<file path="src/rtl/ipc_mailbox_pkg.sv">
package ipc_mailbox_pkg;
  localparam int unsigned WORD_W   = 32;
  localparam int unsigned IRQ_BIT  = 18;
  localparam int unsigned IOPR_BIT = 19;
  localparam int unsigned KEEP_BIT = 8;

  typedef struct packed {
    logic flag_set;
    logic flag_clr;
    logic ctrl;
  } mbx_strobe_t;
endpackage

</file>
<file path="src/rtl/ipc_mbx_decode.sv">
module ipc_mbx_decode #(
  parameter int unsigned NUM_DATA = 2,
  parameter int unsigned ADDR_W   = 3
) (
  input  logic                              wr_en_i,
  input  logic [ADDR_W-1:0]                 addr_i,
  output logic [NUM_DATA-1:0]               data_we_o,
  output ipc_mailbox_pkg::mbx_strobe_t      strb_o
);
  localparam int unsigned SET_IDX  = NUM_DATA;
  localparam int unsigned CLR_IDX  = NUM_DATA + 1;
  localparam int unsigned CTRL_IDX = NUM_DATA + 2;

  for (genvar i = 0; i < NUM_DATA; i++) begin : g_we
    assign data_we_o[i] = wr_en_i && (addr_i == ADDR_W'(i));
  end

  assign strb_o.flag_set = wr_en_i && (addr_i == ADDR_W'(SET_IDX));
  assign strb_o.flag_clr = wr_en_i && (addr_i == ADDR_W'(CLR_IDX));
  assign strb_o.ctrl     = wr_en_i && (addr_i == ADDR_W'(CTRL_IDX));
endmodule

</file>
<file path="src/rtl/ipc_mbx_flags.sv">
module ipc_mbx_flags #(
  parameter int unsigned W = 32
) (
  input  logic         clk_i,
  input  logic         rst_ni,
  input  logic         set_we_i,
  input  logic         clr_we_i,
  input  logic [W-1:0] wdata_i,
  output logic [W-1:0] flag_o
);
  logic [W-1:0] flag_q, flag_d;

  always_comb begin
    flag_d = flag_q;
    if (set_we_i)      flag_d = flag_q | wdata_i;
    else if (clr_we_i) flag_d = flag_q & ~wdata_i;
  end

  always_ff @(posedge clk_i or negedge rst_ni) begin
    if (!rst_ni) flag_q <= '0;
    else         flag_q <= flag_d;
  end

  assign flag_o = flag_q;
endmodule

</file>
<file path="src/rtl/ipc_mbx_ctrl.sv">
module ipc_mbx_ctrl #(
  parameter int unsigned W        = 32,
  parameter int unsigned IRQ_BIT  = 18,
  parameter int unsigned IOPR_BIT = 19,
  parameter int unsigned KEEP_BIT = 8
) (
  input  logic         clk_i,
  input  logic         rst_ni,
  input  logic         we_i,
  input  logic [W-1:0] wdata_i,
  output logic [W-1:0] ctrl_rd_o,
  output logic         irq_o,
  output logic         iopr_o
);
  logic keep_q, irq_q, iopr_q;

  always_ff @(posedge clk_i or negedge rst_ni) begin
    if (!rst_ni) begin
      keep_q <= 1'b0;
      irq_q  <= 1'b0;
      iopr_q <= 1'b0;
    end else begin
      // trigger bits are self-clearing: re-evaluated every cycle
      irq_q  <= we_i && wdata_i[IRQ_BIT];
      iopr_q <= we_i && wdata_i[IOPR_BIT];
      if (we_i) keep_q <= wdata_i[KEEP_BIT];
    end
  end

  always_comb begin
    ctrl_rd_o           = '0;
    ctrl_rd_o[KEEP_BIT] = keep_q;
  end

  assign irq_o  = irq_q;
  assign iopr_o = iopr_q;
endmodule

</file>
<file path="src/rtl/ipc_mailbox_regs.sv">
module ipc_mailbox_regs #(
  parameter int unsigned NUM_DATA = 2,
  parameter int unsigned ADDR_W   = $clog2(NUM_DATA + 3)
) (
  input  logic                               clk_i,
  input  logic                               rst_ni,
  input  logic                               wr_en_i,
  input  logic [ADDR_W-1:0]                  addr_i,
  input  logic [ipc_mailbox_pkg::WORD_W-1:0] wdata_i,
  output logic [ipc_mailbox_pkg::WORD_W-1:0] rdata_o,
  output logic                               iop_irq_o,
  output logic                               iop_rst_o
);
  import ipc_mailbox_pkg::*;

  localparam int unsigned SET_IDX  = NUM_DATA;
  localparam int unsigned CLR_IDX  = NUM_DATA + 1;
  localparam int unsigned CTRL_IDX = NUM_DATA + 2;

  logic [NUM_DATA-1:0] data_we;
  mbx_strobe_t         strb;
  logic [WORD_W-1:0]   data_q [NUM_DATA];
  logic [WORD_W-1:0]   flag_q;
  logic [WORD_W-1:0]   ctrl_rd;
  logic                ctrl_keep;

  ipc_mbx_decode #(.NUM_DATA(NUM_DATA), .ADDR_W(ADDR_W)) u_decode (
    .wr_en_i   (wr_en_i),
    .addr_i    (addr_i),
    .data_we_o (data_we),
    .strb_o    (strb)
  );

  for (genvar i = 0; i < NUM_DATA; i++) begin : g_data
    always_ff @(posedge clk_i or negedge rst_ni) begin
      if (!rst_ni)         data_q[i] <= '0;
      else if (data_we[i]) data_q[i] <= wdata_i;
    end
  end

  ipc_mbx_flags #(.W(WORD_W)) u_flags (
    .clk_i    (clk_i),
    .rst_ni   (rst_ni),
    .set_we_i (strb.flag_set),
    .clr_we_i (strb.flag_clr),
    .wdata_i  (wdata_i),
    .flag_o   (flag_q)
  );

  ipc_mbx_ctrl #(
    .W(WORD_W), .IRQ_BIT(IRQ_BIT), .IOPR_BIT(IOPR_BIT), .KEEP_BIT(KEEP_BIT)
  ) u_ctrl (
    .clk_i     (clk_i),
    .rst_ni    (rst_ni),
    .we_i      (strb.ctrl),
    .wdata_i   (wdata_i),
    .ctrl_rd_o (ctrl_rd),
    .irq_o     (iop_irq_o),
    .iopr_o    (iop_rst_o)
  );

  assign ctrl_keep = ctrl_rd[KEEP_BIT];

  always_comb begin
    rdata_o = '0;
    for (int unsigned i = 0; i < NUM_DATA; i++)
      if (addr_i == ADDR_W'(i)) rdata_o = data_q[i];
    if (addr_i == ADDR_W'(SET_IDX) || addr_i == ADDR_W'(CLR_IDX)) rdata_o = flag_q;
    if (addr_i == ADDR_W'(CTRL_IDX)) rdata_o = ctrl_rd;
  end
endmodule

</file>
<file path="config.mk">
export PLATFORM = sky130hd
export DESIGN_NAME = ipc_mailbox_regs
export DESIGN_NICKNAME = d
export VERILOG_FILES = /design/src/rtl/ipc_mailbox_pkg.sv /design/src/rtl/ipc_mbx_decode.sv /design/src/rtl/ipc_mbx_flags.sv /design/src/rtl/ipc_mbx_ctrl.sv /design/src/rtl/ipc_mailbox_regs.sv
export SDC_FILE = /design/constraint.sdc
export NUM_CORES = 1
export LEC_CHECK = 0
export BUFFER_PORTS_ARGS = -buffer_cell sky130_fd_sc_hd__buf_2
export CAP_MARGIN = 20
export CORE_MARGIN = 2
export CORE_UTILIZATION = 50
export CTS_CLUSTER_SIZE = 8
export DETAILED_ROUTE_END_ITERATION = 8
export MAX_ROUTING_LAYER = met4
export PLACE_DENSITY = 0.84
export SLEW_MARGIN = 30
export SYNTH_ARGS = -nofsm -noshare
export SYNTH_HDL_FRONTEND = slang
export SYNTH_HIERARCHICAL = 1
export SYNTH_SLANG_ARGS = --single-unit
</file>
<file path="constraint.sdc">
create_clock -name clk_i -period 1.1 [get_ports clk_i]
set_clock_uncertainty 0.2 [all_clocks]
set_input_delay 0.11 -clock clk_i [delete_from_list [all_inputs] [get_ports clk_i]]
set_output_delay 0.11 -clock clk_i [all_outputs]
set_load 0.02 [all_outputs]
</file>
==> tab_implementation.tex <==
\begin{tabular}{lr}
\hline
Metric & Value \\
\hline
\multicolumn{2}{l}{\textbf{CTS}} \\
Clock insertion delay at the later pin of the skew report & 0.37 ns \\
Cts hold-fix bufs & 33 \\
Number of H-tree branching levels & 3 \\
CTS tree & yes \\
Post-CTS clock slew at the launch and capture registers of the worst setup and hold paths & 0.10 ns \\
CTS buffer count & 9 \\
Maximum count of clock buffers along a single path & 2 \\
Buffer type at the clock tree root & sky130\_fd\_sc\_hd\_\_clkbuf\_8 \\
Num Clock Sinks & 99 \\
\multicolumn{2}{l}{\textbf{STA}} \\
Max-slew headroom & 39.6\% \\
Setup-failing EPs final & 88 \\
Shortest clock period the worst path allows after layout & 1.70 ns \\
Final count of pins violating max slew & 0 \\
Transition time at the pin with the least slew margin & 0.906 ns \\
Period utilization & 154\% \\
Achievable Freq & 588 MHz \\
Unrepaired setup endpoints after global routing & true \\
Final worst slack & -0.599 ns \\
Post-route worst hold slack & -0.0568 ns \\
Final hold violation count & 11 \\
\multicolumn{2}{l}{\textbf{Yosys}} \\
Ys flop type & sky130\_fd\_sc\_hd\_\_dfrtp\_1 \\
Post-synthesis sequential area ratio & 45.5\% \\
Area share of the largest cell type after synthesis & 45.5\% \\
Biggest area consumer among synthesized cells & sky130\_fd\_sc\_hd\_\_dfrtp\_1 \\
Syn avg cell area & 12.6 µm² \\
Number of warnings printed during yosys synthesis & 6 \\
Mapped Cells & 433 \\
Mapped cell area & 5450 µm² \\
Ranking of synthesized cells by area & sky130\_fd\_sc\_hd\_\_dfrtp\_1 (45\%), sky130\_fd\_sc\_hd\_\_mux2\_1 (13\%), sky130\_fd\_sc\_hd\_\_o221ai\_2 (8.3\%) \\
Post-synthesis sequential element count & 99 \\
Ys async rst share & 100\% \\
Number of enable flip-flop cells after synthesis & 0 \\
Number of library cell types mapped by synthesis & 21 \\
\multicolumn{2}{l}{\textbf{Place}} \\
HPWL after detailed placement & 8690 µm \\
Final GP Congestion & 0.785 \\
Cell total after placement & 650 \\
Port-buffer cells & 71 \\
\multicolumn{2}{l}{\textbf{Hold path}} \\
Worst hold-check path type & in -> async \\
\multicolumn{2}{l}{\textbf{Floorplan}} \\
Number of top-level pins & 72 \\
Starting utilization of the core area & 50.7\% \\
Chip width & 108 µm \\
Floorplan row count & 38 \\
Die Y & 108 µm \\
Die outline area & 11700 µm² \\
Area inside the core boundary & 10700 µm² \\
\multicolumn{2}{l}{\textbf{Pwr}} \\
Power density over the cells & 1500 nW/µm² \\
Leak pwr & 3.44 nW \\
Worst supply voltage drop on vdd & 677 µV \\
Sum of internal, switching and leakage power & 11.8 mW \\
\multicolumn{2}{l}{\textbf{Finish}} \\
Total Nets Final & 628 \\
Number of non-filler instances in the completed layout & 734 \\
Fillers & 608 \\
Share of final-layout standard cells stronger than drive strength 1 & 48.2\% \\
Top library cells by usage in the layout, fill and taps aside & sky130\_fd\_sc\_hd\_\_dfrtp\_1 (99), sky130\_fd\_sc\_hd\_\_mux2\_4 (57), sky130\_fd\_sc\_hd\_\_buf\_6 (55) \\
Most frequent standard cell in the layout excluding fill and tap cells & sky130\_fd\_sc\_hd\_\_dfrtp\_1 \\
Area added between synthesis and finish & 45.3\% \\
\multicolumn{2}{l}{\textbf{Global route}} \\
Wire length of the first global-routing pass & 25000 µm \\
Antenna violations before repair & 1 \\
GR Overflow Total & 0 \\
Vias in the first global route & 4527 \\
Total routing resource utilization after global routing & 29.3\% \\
Maximum number of pins on one net before global-route repair & 37 \\
\multicolumn{2}{l}{\textbf{Outcome}} \\
Outcome & finished with violations \\
Violations in the final reports & negative hold slack, negative setup slack \\
\multicolumn{2}{l}{\textbf{Worst setup path}} \\
Element type at the critical path end & output pin \\
CP arrival & 1.39 ns \\
Crit Path Class & reg -> out \\
CP Launch Type & flip-flop \\
Critical path required time & 0.79 ns \\
Crit-path max FO & 2 \\
\multicolumn{2}{l}{\textbf{Routing}} \\
Number of violations reported at the end of detailed-routing iteration 0 & 385 \\
Routed via count & 4408 \\
Total length of routed wires & 18000 µm \\
Count of antenna-violating nets left after detailed routing & 0 \\
Number of iterations in the first detailed-routing pass & 5 \\
DR DRC count & 0 \\
WL per Instance & 24.5 µm \\
Drt via density & 6.01 \\
\multicolumn{2}{l}{\textbf{Run}} \\
Maxcap violations & 0 \\
\hline
\end{tabular}
==> power breakdown <==
group	leakage, nW	switching (mW)	total [mW]	internal (mW)
sequential	1.19	0.648	5.08	4.43
clock	0.0993	1.28	2.54	1.26
combinational	2.15	1.74	4.23	2.49
total	3.44	3.67	11.8	8.18
==> critical path, stage by stage (launching register included) <==
cell and delay (ns):
sky130_fd_sc_hd__dfrtp_1 0.42, sky130_fd_sc_hd__mux2i_2 0.27, sky130_fd_sc_hd__o221ai_4 0.15, sky130_fd_sc_hd__buf_6 0.17
==> metal layers <==
metal	GRT usage [%]	wire length (µm)	part of all wire, %	vias to the layer above
met2	47.9	8880	49	241
li1	-	-	-	1843
met5	-	0	0	-
met1	35.5	7010	39	2249
met4	14.2	951	5.3	0
met3	4.82	1160	6.5	75
==> final cells by class <==
cell class	count	area [µm²]	share of cell area, %
multi-input combinational	297	3200	40.5
clock inverter	3	65.1	0.822
tap	140	175	2.21
antenna	1	2.50	0.0316
sequential	99	2480	31.3
timing repair buffer	183	1860	23.5
clock buffer	11	131	1.66
==> per-stage QoR <==
step / utilization [%] / instance area (µm²) / setup WS (ns) / TNS, ns
finish: 73.7 / 7920 / -0.599 / -19.27
global route: 73.7 / 7920 / -0.645 / -21.03
CTS: 71.6 / 7700 / -0.515 / -16.92
detailed placement: 60.7 / 6520 / -0.469 / -52.77
global placement: 60.7 / 6520 / -0.418 / -49.54
floorplan: - / 6100 / -0.222 / -17.43
==> cell families after synthesis <==
logic type             count (synthesis)  share of synthesized area, %
and+or+nand+nor                      105                          12.0
AOI/OAI and AO/OA                     64                          13.7
DFF                                   99                          45.5
muxes                                 97                          19.4
buffers and inverters                 67                          9.39
other                                  1                        0.0688
==> Yosys cell counts (5+ instances only) <==
cell,number
sky130_fd_sc_hd__dfrtp_1,99
sky130_fd_sc_hd__mux2_1,64
sky130_fd_sc_hd__buf_4,44
sky130_fd_sc_hd__nand2b_1,33
sky130_fd_sc_hd__a22o_1,32
sky130_fd_sc_hd__mux2i_1,32
sky130_fd_sc_hd__nand2_1,32
sky130_fd_sc_hd__nand3b_1,32
sky130_fd_sc_hd__o221ai_2,30
sky130_fd_sc_hd__clkbuf_1,8
sky130_fd_sc_hd__buf_2,7
sky130_fd_sc_hd__buf_6,5
==> repair_timing <==
item	in CTS	in global routing
resized for setup	107	42
pin swaps	32	3
buffers inserted	29	19
gates cloned	4	3
hold endpoints to repair	198	11
endpoints found under the setup margin	126	127
==> final timing paths <==
| kind | from | endpoint | slack [ns] | depth (start not counted) |
|---|---|---|---|---|
| worst min register to register | flip-flop | flip-flop | 0.31 | 1 |
| worst max-delay path | data_q[18] | rdata_o[18] | -0.60 | 3 |
| worst max register to register | data_q[22] | data_q[22] | -0.14 | 3 |
| max in group asynchronous | rst_ni | u_ctrl/irq_o | 0.31 | 3 |
| worst min-delay path | rst_ni | data_q[41] | -0.06 | 2 |
| min in group clk_i | addr_i[1] | data_q[45] | 0.05 | 4 |
Note: power is estimated with default switching activity, not from simulation.
